`src/rtl/tmr8_pkg.sv`:
```
package tmr8_pkg;
  localparam int DATA_W = 8;
  localparam int ADDR_W = 3;
  localparam int NUM_SRC = 3;
  localparam int SEL_W = 3;

  localparam logic [ADDR_W-1:0] ADR_CTRL  = 3'd0;
  localparam logic [ADDR_W-1:0] ADR_COUNT = 3'd1;
  localparam logic [ADDR_W-1:0] ADR_CMPA  = 3'd2;
  localparam logic [ADDR_W-1:0] ADR_CMPB  = 3'd3;
  localparam logic [ADDR_W-1:0] ADR_MASK  = 3'd4;
  localparam logic [ADDR_W-1:0] ADR_FLAGS = 3'd5;

  typedef struct packed {
    logic              tick;
    logic              cntWr;
    logic              cmpAWr;
    logic              cmpBWr;
    logic              flagClrWr;
    logic [DATA_W-1:0] wrData;
  } tmrStrobe_t;
endpackage

```
`src/rtl/tmr8_ctrl.sv`:
```
module tmr8_ctrl
  import tmr8_pkg::*;
#(
  parameter int PRE_W = 10
) (
  input  logic               clk,
  input  logic               rstN,
  input  logic [ADDR_W-1:0]  busAddr,
  input  logic               busWrEn,
  input  logic [DATA_W-1:0]  busWrData,
  input  logic               extPin,
  output tmrStrobe_t         strobe,
  output logic [SEL_W-1:0]   clkSel,
  output logic [NUM_SRC-1:0] maskBits
);
  localparam int NUM_TAPS = 4;
  localparam int TAP_SH [NUM_TAPS] = '{3, 6, 8, PRE_W};

  logic [PRE_W-1:0] preCnt;
  logic [2:0]       pinSync;
  logic [NUM_TAPS-1:0] tapHit;
  logic pinRise, pinFall, tickSel;

  always_ff @(posedge clk) begin
    if (!rstN) begin
      preCnt   <= '0;
      pinSync  <= '0;
      clkSel   <= '0;
      maskBits <= '0;
    end else begin
      preCnt  <= preCnt + 1'b1;
      pinSync <= {pinSync[1:0], extPin};
      if (busWrEn && busAddr == ADR_CTRL) clkSel <= busWrData[SEL_W-1:0];
      if (busWrEn && busAddr == ADR_MASK) maskBits <= busWrData[NUM_SRC-1:0];
    end
  end

  for (genvar g = 0; g < NUM_TAPS; g++) begin : gTap
    assign tapHit[g] = &preCnt[TAP_SH[g]-1:0];
  end

  assign pinRise = pinSync[1] & ~pinSync[2];
  assign pinFall = ~pinSync[1] & pinSync[2];

  always_comb begin
    case (clkSel)
      3'd1:    tickSel = 1'b1;
      3'd2:    tickSel = tapHit[0];
      3'd3:    tickSel = tapHit[1];
      3'd4:    tickSel = tapHit[2];
      3'd5:    tickSel = tapHit[3];
      3'd6:    tickSel = pinFall;
      3'd7:    tickSel = pinRise;
      default: tickSel = 1'b0;
    endcase
  end

  always_comb begin
    strobe.tick      = tickSel;
    strobe.cntWr     = busWrEn && busAddr == ADR_COUNT;
    strobe.cmpAWr    = busWrEn && busAddr == ADR_CMPA;
    strobe.cmpBWr    = busWrEn && busAddr == ADR_CMPB;
    strobe.flagClrWr = busWrEn && busAddr == ADR_FLAGS;
    strobe.wrData    = busWrData;
  end
endmodule

```
`src/rtl/tmr8_datapath.sv`:
```
module tmr8_datapath
  import tmr8_pkg::*;
(
  input  logic               clk,
  input  logic               rstN,
  input  tmrStrobe_t         strobe,
  input  logic [NUM_SRC-1:0] maskBits,
  input  logic               globalIntEn,
  input  logic [NUM_SRC-1:0] intAck,
  output logic [DATA_W-1:0]  count,
  output logic [DATA_W-1:0]  cmpA,
  output logic [DATA_W-1:0]  cmpB,
  output logic [NUM_SRC-1:0] flags,
  output logic [NUM_SRC-1:0] intReq
);
  logic blockCmp, stepOk, matchOk;
  logic [NUM_SRC-1:0] setMask, clrMask;

  assign stepOk  = strobe.tick && !strobe.cntWr;
  assign matchOk = stepOk && !blockCmp;
  assign setMask = {matchOk && count == cmpB,
                    matchOk && count == cmpA,
                    stepOk && count == {DATA_W{1'b1}}};
  assign clrMask = intAck |
                   (strobe.flagClrWr ? strobe.wrData[NUM_SRC-1:0] : '0);

  always_ff @(posedge clk) begin
    if (!rstN) begin
      count    <= '0;
      cmpA     <= '0;
      cmpB     <= '0;
      flags    <= '0;
      blockCmp <= 1'b0;
    end else begin
      if (strobe.cmpAWr) cmpA <= strobe.wrData;
      if (strobe.cmpBWr) cmpB <= strobe.wrData;
      if (strobe.cntWr) begin
        count    <= strobe.wrData;
        blockCmp <= 1'b1;
      end else if (strobe.tick) begin
        count    <= count + 1'b1;
        blockCmp <= 1'b0;
      end
      flags <= (flags & ~clrMask) | setMask;
    end
  end

  assign intReq = flags & maskBits & {NUM_SRC{globalIntEn}};
endmodule

```
`src/rtl/tmr8_unit.sv`:
```
module tmr8_unit
  import tmr8_pkg::*;
#(
  parameter int PRE_W = 10
) (
  input  logic               clk,
  input  logic               rstN,
  input  logic [ADDR_W-1:0]  busAddr,
  input  logic               busWrEn,
  input  logic [DATA_W-1:0]  busWrData,
  output logic [DATA_W-1:0]  busRdData,
  input  logic               extPin,
  input  logic               globalIntEn,
  input  logic [NUM_SRC-1:0] intAck,
  output logic [NUM_SRC-1:0] intReq
);
  tmrStrobe_t         strobe;
  logic [SEL_W-1:0]   clkSel;
  logic [NUM_SRC-1:0] maskBits, flags;
  logic [DATA_W-1:0]  count, cmpA, cmpB;
  logic               tickSeen;

  assign tickSeen = strobe.tick;

  tmr8_ctrl #(.PRE_W(PRE_W)) uCtrl (
    .clk, .rstN, .busAddr, .busWrEn, .busWrData, .extPin,
    .strobe, .clkSel, .maskBits
  );

  tmr8_datapath uData (
    .clk, .rstN, .strobe, .maskBits, .globalIntEn, .intAck,
    .count, .cmpA, .cmpB, .flags, .intReq
  );

  always_comb begin
    case (busAddr)
      ADR_CTRL:  busRdData = DATA_W'(clkSel);
      ADR_COUNT: busRdData = count;
      ADR_CMPA:  busRdData = cmpA;
      ADR_CMPB:  busRdData = cmpB;
      ADR_MASK:  busRdData = DATA_W'(maskBits);
      ADR_FLAGS: busRdData = DATA_W'(flags);
      default:   busRdData = '0;
    endcase
  end
endmodule

```
`config.mk`:
```
export PLATFORM = sky130hd
export DESIGN_NAME = tmr8_unit
export DESIGN_NICKNAME = d
export VERILOG_FILES = /design/src/rtl/tmr8_pkg.sv /design/src/rtl/tmr8_ctrl.sv /design/src/rtl/tmr8_datapath.sv /design/src/rtl/tmr8_unit.sv
export SDC_FILE = /design/constraint.sdc
export NUM_CORES = 1
export LEC_CHECK = 0
export BUFFER_PORTS_ARGS = -buffer_cell sky130_fd_sc_hd__buf_2
export CORE_ASPECT_RATIO = 0.9
export CORE_UTILIZATION = 25
export CTS_BUF_LIST = sky130_fd_sc_hd__clkbuf_16
export DETAILED_ROUTE_END_ITERATION = 7
export SLEW_MARGIN = 20
export SYNTH_ARGS = -nofsm -noshare
export SYNTH_HDL_FRONTEND = slang
export SYNTH_SLANG_ARGS = --single-unit
```
`constraint.sdc`:
```
create_clock -name clk -period 3.5 [get_ports clk]
set_input_delay 0.525 -clock clk [delete_from_list [all_inputs] [get_ports clk]]
set_output_delay 0.525 -clock clk [all_outputs]
set_load 0.05 [all_outputs]
```
==> results_dict.tcl, run 1 <==
set metrics [dict create \
    start_kind "primary input" \
    cts_hold_buffers 0 \
    drt_iter0_drc 145 \
    ys_ff_latch 47 \
    cts_tree "built" \
    synth_common_cells "dfxtp_1, nand2_1, mux2i_1, xor2_1, nor2b_1" \
    skew_ps 5.71 \
    async_reset_ff_share_pct 0 \
    drtAntennaViolNets 0 \
    crit_fanout 18 \
    endpoint_kind "output port" \
    synth_top_flop_cell "dfxtp_1" \
    drc 0 \
    power-per-cell-area_nw_per_um2 393 \
    peakVddDrop_v 0.000201 \
    io_pins 30 \
    drive_gt1_share_pct 14.2 \
    min_path_type "flip-flop to flip-flop" \
    whs_ps 433 \
    track_usage_pct 12.4 \
    maxSlewHeadroom_pct 34.0 \
    worst_pin_slew_ps 990 \
    r2r_end "uData.count[1]" \
    hold_viol_final 0 \
    synth_xor_area_share_pct 7.67 \
    synth_edf_count 0 \
    reg2reg_setup_slack_ps 1230 \
    synth_top_area_cell "dfxtp_1" \
    finalCritPeriodShare_pct 67.4 \
    ys_top_cells_by_area "dfxtp_1, mux2i_1, xor2_1" \
    synthDominantCellAreaShare_pct 37.5 \
    min_from "uCtrl.pinSync[0]" \
    setup_tns_ps 0 \
    clk_transition_reported_paths_ps 60 \
    max_freq_mhz 424 \
    synth_fa_ha_area_share_pct 1.49 \
    multi_input_area_sq_um 1490 \
    synth_simple_gate_area_share_pct 22.9 \
    yosysUniqueCellTypes 44 \
    insertion_delay_ps 290 \
    grt_pass1_wl_microns 10200 \
    grt_pass1_vias 1964 \
    synth_nets 305 \
    num_antenna_cells 0 \
    io_buffers 29 \
    drv_slew 0 \
    placedCellCount 421 \
    yosysWarnings 0 \
    cts_buffers 5 \
    cts_setup_buffers 0 \
    ys_seq_area_share_pct 37.5 \
    grt_antenna_before_repair 0 \
    coreArea_sq_um 9700 \
    fillers 1023 \
    regArea_sq_um 941 \
    gr-total-overflow 0 \
    arrival_ps 1830 \
    num_vias 2077 \
    fin_crit_ps 2360 \
    finalWirelength_microns 6010 \
    hold_end "uCtrl.pinSync[1]" \
    fin_cells 429 \
    vias_per_cell 4.84 \
    dp_hpwl_microns 4230 \
    fp.dieW_microns 108 \
    root_buffer "clkbuf_16" \
    rows 34 \
    start_util_pct 25.9 \
    critPathKind "primary input to output port" \
    synthCells 283 \
    firstDrtPassIters 4 \
    synth_compound_area_share_pct 15.9 \
    rr_worst_depth 6 \
    status "completed" \
    die_area_sq_um 10500 \
    layout-area-overhead-vs-synth_pct 14.9 \
    worstPathRequired_ps 2970 \
    htree_levels 2 \
    synthesis.area_sq_um 2510 \
    wl_per_cell_microns 14.0 \
    drv_cap 0 \
    cts_buffer_depth 2 \
    synth_most_common_cell "dfxtp_1" \
    synthMuxAreaShare_pct 11.2 \
    hold_depth 1 \
    setup_violations 0 \
    fin_nets 324 \
    p_leak_nw 1.11 \
    cts.sink_count 47 \
    rr_startpoint "uCtrl.preCnt[0]" \
    final_util_pct 29.8 \
    cts_resized 0 \
    die_h_microns 97.1 \
    rsz0062_at_grt "false" \
    syn_area_per_cell_sq_um 8.87 \
    synth_top_family_by_area "simple AND/OR/NAND/NOR gates" \
    grt_max_degree 49 \
    globalplace.congestion 0.776 \
]
-- metrics by stage --
step           worst slack (ps)  power [mW]  cell area [sq um]
2_1_floorplan               795       0.652               2510
3_3_place_gp               1190       0.688               2750
3_5_place_dp               1180       0.690               2750
4_1_cts                    1170        1.14               2890
5_1_grt                    1020        1.18               2890
6_report                   1140        1.13               2890
-- cell families after synthesis --
| family | after synthesis |
|---|---|
| adders and majority gates | 3 |
| buffers and inverters | 22 |
| and+or+nand+nor | 107 |
| xor gates and xnor gates | 22 |
| AOI/OAI and AO/OA | 56 |
| muxes | 26 |
| DFF | 47 |
-- worst max-delay path, stage by stage --
cell and delay, ps:
buf_2 320, nor2b_1 410, a22oi_1 150, nor2_1 130, buf_2 280
-- registers in the layout, summed over array words and instances, names as in the netlist --
register,flops
uCtrl.clkSel,3
uCtrl.maskBits,3
uCtrl.pinSync,3
uCtrl.preCnt,10
uData.blockCmp,1
uData.cmpA,8
uData.cmpB,8
uData.count,8
uData.flags,3
-- layout make-up --
cell class                 instances  area share, %
clock buffer                       5           4.33
clock inverter                     3          0.433
inverter                           5          0.650
multi-input combinational        214           51.5
sequential                        47           32.6
tap                              126           5.46
timing repair buffer              29           5.03
-- where the power goes --
part | switching (mW) | total [mW] | internal [mW]
Sequential | 0.0177 | 0.567 | 0.550
Clock | 0.197 | 0.455 | 0.258
Combinational | 0.0666 | 0.111 | 0.0445
-- per-layer routing --
| metal | part of all wire, % | wire [microns] | up-vias | GRT usage, % |
|---|---|---|---|---|
| met4 | 1.6 | 98 | 0 | 4.21 |
| met1 | 51 | 3050 | 963 | 18.2 |
| met5 | 0 | 0 | - | 0 |
| met2 | 41 | 2440 | 58 | 17.5 |
| met3 | 7.0 | 421 | 10 | 2.88 |
| li1 | - | - | 1046 | - |
-- worst max-delay path by stage --
stage               startpoint            to  slack [ps]  cells after the start
global placement    busAddr[0]  busRdData[2]        1190                      5
global route        busAddr[1]  busRdData[4]        1020                      5
finish              busAddr[1]  busRdData[5]        1140                      5
floorplan           busAddr[1]  busRdData[3]         790                      5
detailed placement  busAddr[1]  busRdData[5]        1180                      5
CTS                 busAddr[1]  busRdData[5]        1170                      5
-- cells in the final DEF, fill, tap and decap left out, types with 2 or more instances in the layout --
cell and count:
dfxtp_1 47, nand2_1 32, buf_2 29, mux2i_1 19, xor2_1 18, nor2b_1 17
a21boi_1 11, o21ai_0 10, nor2_1 10, and2_1 10, a31oi_1 8, a22oi_1 7
inv_1 6, and3_1 5, nand3_1 5, or3_1 5, or4_1 5, o31ai_1 5
clkbuf_16 5, mux2_1 4, o21ai_1 4, xnor2_1 4, nor4_1 4, o22ai_1 3
nand2b_1 3, a211o_1 3, ha_1 3, mux2_2 2, nand4_1 2, a21oi_1 2
nor3_1 2
No activity file was read; power rests on OpenSTA's default activity.
==> run 2, diff against run 1 <==
==> constraint.sdc (replaced) <==
create_clock -name clk -period 2.47 [get_ports clk]
set_input_delay 0.3705 -clock clk [delete_from_list [all_inputs] [get_ports clk]]
set_output_delay 0.3705 -clock clk [all_outputs]
set_load 0.05 [all_outputs]
==> run 2 against run 1 <==
Compared with the run above: clock skew down 2.2 ps; global-route usage up 0.18 points; worst setup slack worse by 890 ps; first-iteration DRC count up 17%; cell area up 1.0%; cell count up 0.93%; combinational power up 46%; largest cell class unchanged; largest power group unchanged.
==> results_dict.tcl, run 2 (synthesized netlist as in run 1, its figures left out) <==
set metrics [dict create \
    status "completed" \
    place_ws_ps 311 \
    htree_levels 2 \
    hold_viol_final 0 \
    fin_nets 328 \
    peakVddDrop_v 0.000253 \
    cts_resized 0 \
    whs_ps 287 \
    largest_reg_flops 10 \
    endpoint_kind "flip-flop" \
    num_vias 2101 \
    io_buffers 29 \
    drv_cap 0 \
    rsz0062_at_grt "false" \
    clk_transition_reported_paths_ps 60 \
    rr_worst_depth 7 \
    fp.dieW_microns 108 \
    p_leak_nw 1.13 \
    cts_buffers 5 \
    grt_max_degree 28 \
    regArea_sq_um 941 \
    drc 0 \
    die_h_microns 97.1 \
    coreArea_sq_um 9700 \
    setup_tns_ps 0 \
    grt_pass1_wl_microns 10200 \
    skew_ps 3.53 \
    drive_gt1_share_pct 15.3 \
    dp_hpwl_microns 4400 \
    finalWirelength_microns 6190 \
    power-per-cell-area_nw_per_um2 555 \
    root_buffer "clkbuf_16" \
    firstDrtPassIters 4 \
    die_area_sq_um 10500 \
    wl_per_cell_microns 14.3 \
    setup_violations 0 \
    fin_crit_ps 2220 \
    rows 34 \
    finalCritPeriodShare_pct 89.8 \
    layout-area-overhead-vs-synth_pct 16.1 \
    maxSlewHeadroom_pct 64.4 \
    drv_slew 0 \
    grt_pass1_vias 1969 \
    cts_tree "built" \
    track_usage_pct 12.6 \
    grt_antenna_before_repair 0 \
    insertion_delay_ps 290 \
    drt_iter0_drc 169 \
    critPathKind "flip-flop to flip-flop" \
    num_antenna_cells 0 \
    worstPathRequired_ps 2680 \
    crit_fanout 17 \
    max_freq_mhz 451 \
    final_common_cell "dfxtp_1" \
    globalplace.congestion 0.782 \
    start_util_pct 25.9 \
    io_pins 30 \
    arrival_ps 2430 \
    drtAntennaViolNets 0 \
    multi_input_area_sq_um 1490 \
    fillers 1043 \
    setup_slack_ps 251 \
    vias_per_cell 4.85 \
    hold_depth 2 \
    worst_pin_slew_ps 530 \
    mostFrequentLayoutCells "dfxtp_1, nand2_1, buf_2" \
    final_util_pct 30.1 \
    cts_setup_buffers 0 \
    cts.sink_count 47 \
    gr-total-overflow 0 \
    cts_buffer_depth 2 \
    cts_hold_buffers 0 \
    min_path_type "primary input to flip-flop" \
    start_kind "flip-flop" \
    largest_register "uCtrl.preCnt" \
]
## run 2: cell types whose count changed in the layout (fill, tap and decap cells not counted)
cell / change
buf_4: +4
## run 2: per-stage QoR
stage	instances	power (mW)	area [sq um]
final	433	1.62	2920
after detailed placement	425	0.982	2780
after CTS	433	1.63	2920
after global routing	433	1.68	2920
after global placement	425	0.978	2780
after floorplan	283	0.923	2510
## run 2: path summary, 6_finish.rpt
check,to,start,slack [ps]
max,uData.count[3],uCtrl.preCnt[0],250
min,uCtrl.pinSync[0],extPin,290
max reg2reg,uData.count[3],uCtrl.preCnt[0],250
min reg2reg,uCtrl.pinSync[1],uCtrl.pinSync[0],430
## run 2: layer usage
metal	share of wire [%]	GRT usage [%]	vias up
li1	-	-	1044
met1	50	17.6	1008
met2	44	18.4	45
met3	5.0	3.42	4
met4	0.98	4.21	0
met5	0	0	-
## run 2: power by group
group	total, mW	internal, mW	switching [mW]
Combinational	0.162	0.0660	0.0962
Sequential	0.804	0.779	0.0251
Clock	0.653	0.366	0.287
## run 2: layout make-up
cell class	count	area share, %
clock buffer	5	4.29
clock inverter	3	0.429
inverter	5	0.644
multi-input combinational	214	51.0
sequential	47	32.3
tap	126	5.41
timing repair buffer	33	6.01
## run 2: critical path, cell delays in order, from the launching register on
cell,delay [ps]
dfxtp_1,380
ha_1,230
nand4_1,210
a2111oi_4,330
o32ai_2,110
buf_4,200
or4_1,490
a31oi_1,200
==> run 3, diff against run 2 <==
--- a/config.mk
+++ b/config.mk
@@ -5,6 +5,7 @@
 export SDC_FILE = /design/constraint.sdc
 export NUM_CORES = 1
 export LEC_CHECK = 0
+export ABC_AREA = 1
 export BUFFER_PORTS_ARGS = -buffer_cell sky130_fd_sc_hd__buf_2
 export CORE_ASPECT_RATIO = 0.9
 export CORE_UTILIZATION = 25
==> run 3 against run 2 <==
Compared with the run above: non-clock buffer count is 2 lower; critical endpoint is now busRdData[2]; core utilization is 0.27 points lower; clock-buffer cell count stayed put; cell area is 0.90% lower; synthesized area is 0.65% lower; die area is 0.64% lower; global-route usage is 0.76 points higher; worst setup slack better by 250 ps; clock skew is 2.3 ps higher; critical path type is now primary input to output port; cell count is 17% higher.
==> results_dict.tcl, run 3 <==
set metrics [dict create \
    status "completed" \
    place_ws_ps 523 \
    grt.met2_usage_pct 21.7 \
    cpLargestDelayFamily "buffers and inverters" \
    largest_reg_flops 10 \
    drt_iter0_drc 187 \
    r2r_end "uData.count[0]" \
    cts_tree "built" \
    rsz0062_at_grt "false" \
    path_cells "buf_2 -> inv_1 -> nor2_1 -> nand2_1 -> inv_2 -> a22oi_1 -> nand3_1 -> buf_2" \
    synthMuxAreaShare_pct 0 \
    setup_slack_ps 504 \
    cts_resized 0 \
    grt_max_degree 29 \
    drv_cap 0 \
    cts_hold_buffers 0 \
    path_buf_inv 4 \
    yosysWarnings 0 \
    die_area_sq_um 10400 \
    final_common_cell "nand2_1" \
    layout-area-overhead-vs-synth_pct 15.8 \
    use_met3_pct 1.95 \
    synth_simple_gate_area_share_pct 27.1 \
    vias_per_cell 4.62 \
    crit_slowest_cell "nand2_1" \
    async_reset_ff_share_pct 0 \
    cts_buffer_depth 2 \
    io_buffers 29 \
    endpoint "busRdData[2]" \
    dp_hpwl_microns 4850 \
    grt_antenna_before_repair 0 \
    min_from "extPin" \
    multi_input_area_sq_um 1330 \
    setup_tns_ps 0 \
    synth_fa_ha_area_share_pct 1.50 \
    cts_setup_buffers 0 \
    setup_violations 0 \
    htree_levels 2 \
    synth_top_area_cell "dfxtp_1" \
    drive_gt1_share_pct 12.9 \
    clk_transition_reported_paths_ps 70 \
    ys_seq_area_share_pct 37.7 \
    finalCritPeriodShare_pct 79.6 \
    skew_ps 5.84 \
    worst_path_largest_cell_delay_ps 240 \
    drtAntennaViolNets 0 \
    fillers 1098 \
    synth_top_flop_cell "dfxtp_1" \
    fin_nets 402 \
    crit_fanout 7 \
    firstDrtPassIters 4 \
    rows 34 \
    mostFrequentLayoutCells "nand2_1, dfxtp_1, a21oi_1" \
    p_leak_nw 1.19 \
    power-per-cell-area_nw_per_um2 577 \
    whs_ps 257 \
    synth_compound_area_share_pct 17.0 \
    peakVddDrop_v 0.000241 \
    gr-total-overflow 0 \
    wl_per_cell_microns 12.7 \
    synthDominantCellAreaShare_pct 37.7 \
    synth_edf_count 0 \
    hold_depth 3 \
    track_usage_pct 13.3 \
    yosysUniqueCellTypes 30 \
    start_kind "primary input" \
    top_usage_layer "met2" \
    root_buffer "clkbuf_16" \
    syn_area_per_cell_sq_um 7.01 \
    worst_pin_slew_ps 632 \
    cts.sink_count 47 \
    num_antenna_cells 0 \
    synthCells 356 \
    drc 0 \
    globalplace.congestion 0.844 \
    coreArea_sq_um 9700 \
    setup.worst_path.start "busAddr[1]" \
    max_freq_mhz 509 \
    synth_nets 378 \
    cts_buffers 5 \
    largest_register "uCtrl.preCnt" \
    finalPower_mw 1.67 \
    synthesis.area_sq_um 2490 \
    rr_worst_depth 9 \
    grt_pass1_wl_microns 10900 \
    drv_slew 0 \
    synth_common_cells "nand2_1, dfxtp_1, a21oi_1, nor2_1, inv_1" \
    maxSlewHeadroom_pct 57.6 \
    endpoint_kind "output port" \
    num_vias 2341 \
    cpMostUsedCell "buf_2" \
    use_met1_pct 18.3 \
    worstPathRequired_ps 2100 \
    start_util_pct 25.7 \
    insertion_delay_ps 290 \
    arrival_ps 1600 \
    final_cell_area_sq_um 2890 \
    synth_xor_area_share_pct 7.72 \
    critPathKind "primary input to output port" \
    fp.dieW_microns 107 \
    path_depth 8 \
    synth_most_common_cell "nand2_1" \
    reg2reg_setup_slack_ps 730 \
    min_path_type "primary input to flip-flop" \
    synth_top_family_by_area "simple AND/OR/NAND/NOR gates" \
    grt_pass1_vias 2228 \
    io_pins 30 \
    rr_startpoint "uCtrl.preCnt[0]" \
    ys_ff_latch 47 \
    finalWirelength_microns 6460 \
    hold_viol_final 0 \
    fin_crit_ps 1970 \
    regArea_sq_um 941 \
    die_h_microns 96.8 \
    place_area_sq_um 2740 \
    ys_top_cells_by_area "dfxtp_1, nand2_1, a21oi_1" \
]
==> run 3: cell types whose count changed in the layout (fill, tap and decap cells not counted), sizes merged, moves of 8 or more <==
cell	delta
a21boi	-11
mux2i	-19
a21oi	+36
nor2b	-17
nor2	+27
and2	-10
inv	+36
nand2	+41
nand4	+11
a31oi	-8
nand3	+15
o21ai	+14
==> run 3: stage by stage <==
stage / utilization (%) / std cells
6_report: 29.8 / 507
5_1_grt: 29.8 / 507
4_1_cts: 29.8 / 507
3_5_place_dp: 28.2 / 499
3_3_place_gp: 28.2 / 499
2_1_floorplan: - / 356
==> run 3: final cells by class <==
type	instances	share of cell area, %
repair buffers	31	5.54
multi-input cells	255	46.0
inverters	40	5.19
well taps	126	5.45
clock buffers	5	4.33
flip-flops and latches	47	32.6
clock inverters	3	0.909
==> run 3: cells by family (layout without fill, tap and decap cells) <==
family	after synthesis	in the layout
AO/OA/AOI/OAI	78	78
XOR/XNOR	22	22
adder cells (fa/ha/maj)	3	3
buffers and inverters	54	79
flip-flops	47	47
AND/OR/NAND/NOR	152	152
==> run 3: worst register-to-register path: stages, from the launching register on <==
cell and delay, ps:
dfxtp_1 360, ha_1 200, nand2_1 60, nor2_1 170
nand2_1 110, o21ai_1 150, nand2_2 180, nand3_2 220
nand2_1 70, a21oi_1 130
==> run 3: worst min path at each step <==
stage	to	slack [ps]
floorplan	uCtrl.pinSync[1]	390
global placement	uCtrl.pinSync[1]	390
detailed placement	uCtrl.pinSync[1]	410
CTS	uCtrl.pinSync[0]	260
global route	uCtrl.pinSync[0]	280
finish	uCtrl.pinSync[0]	260
==> run 3: metal layers <==
metal	routed length (microns)	part of all wire (%)
met1	3160	49
met2	3030	47
met3	230	3.6
met4	47	0.73
met5	0	0
==> run 3: report_power, final <==
part / total [mW] / leakage (nW) / switching, mW / internal [mW]
Sequential: 0.799 / 0.382 / 0.0199 / 0.780
Clock: 0.702 / 0.0752 / 0.316 / 0.387
Combinational: 0.166 / 0.735 / 0.111 / 0.0548
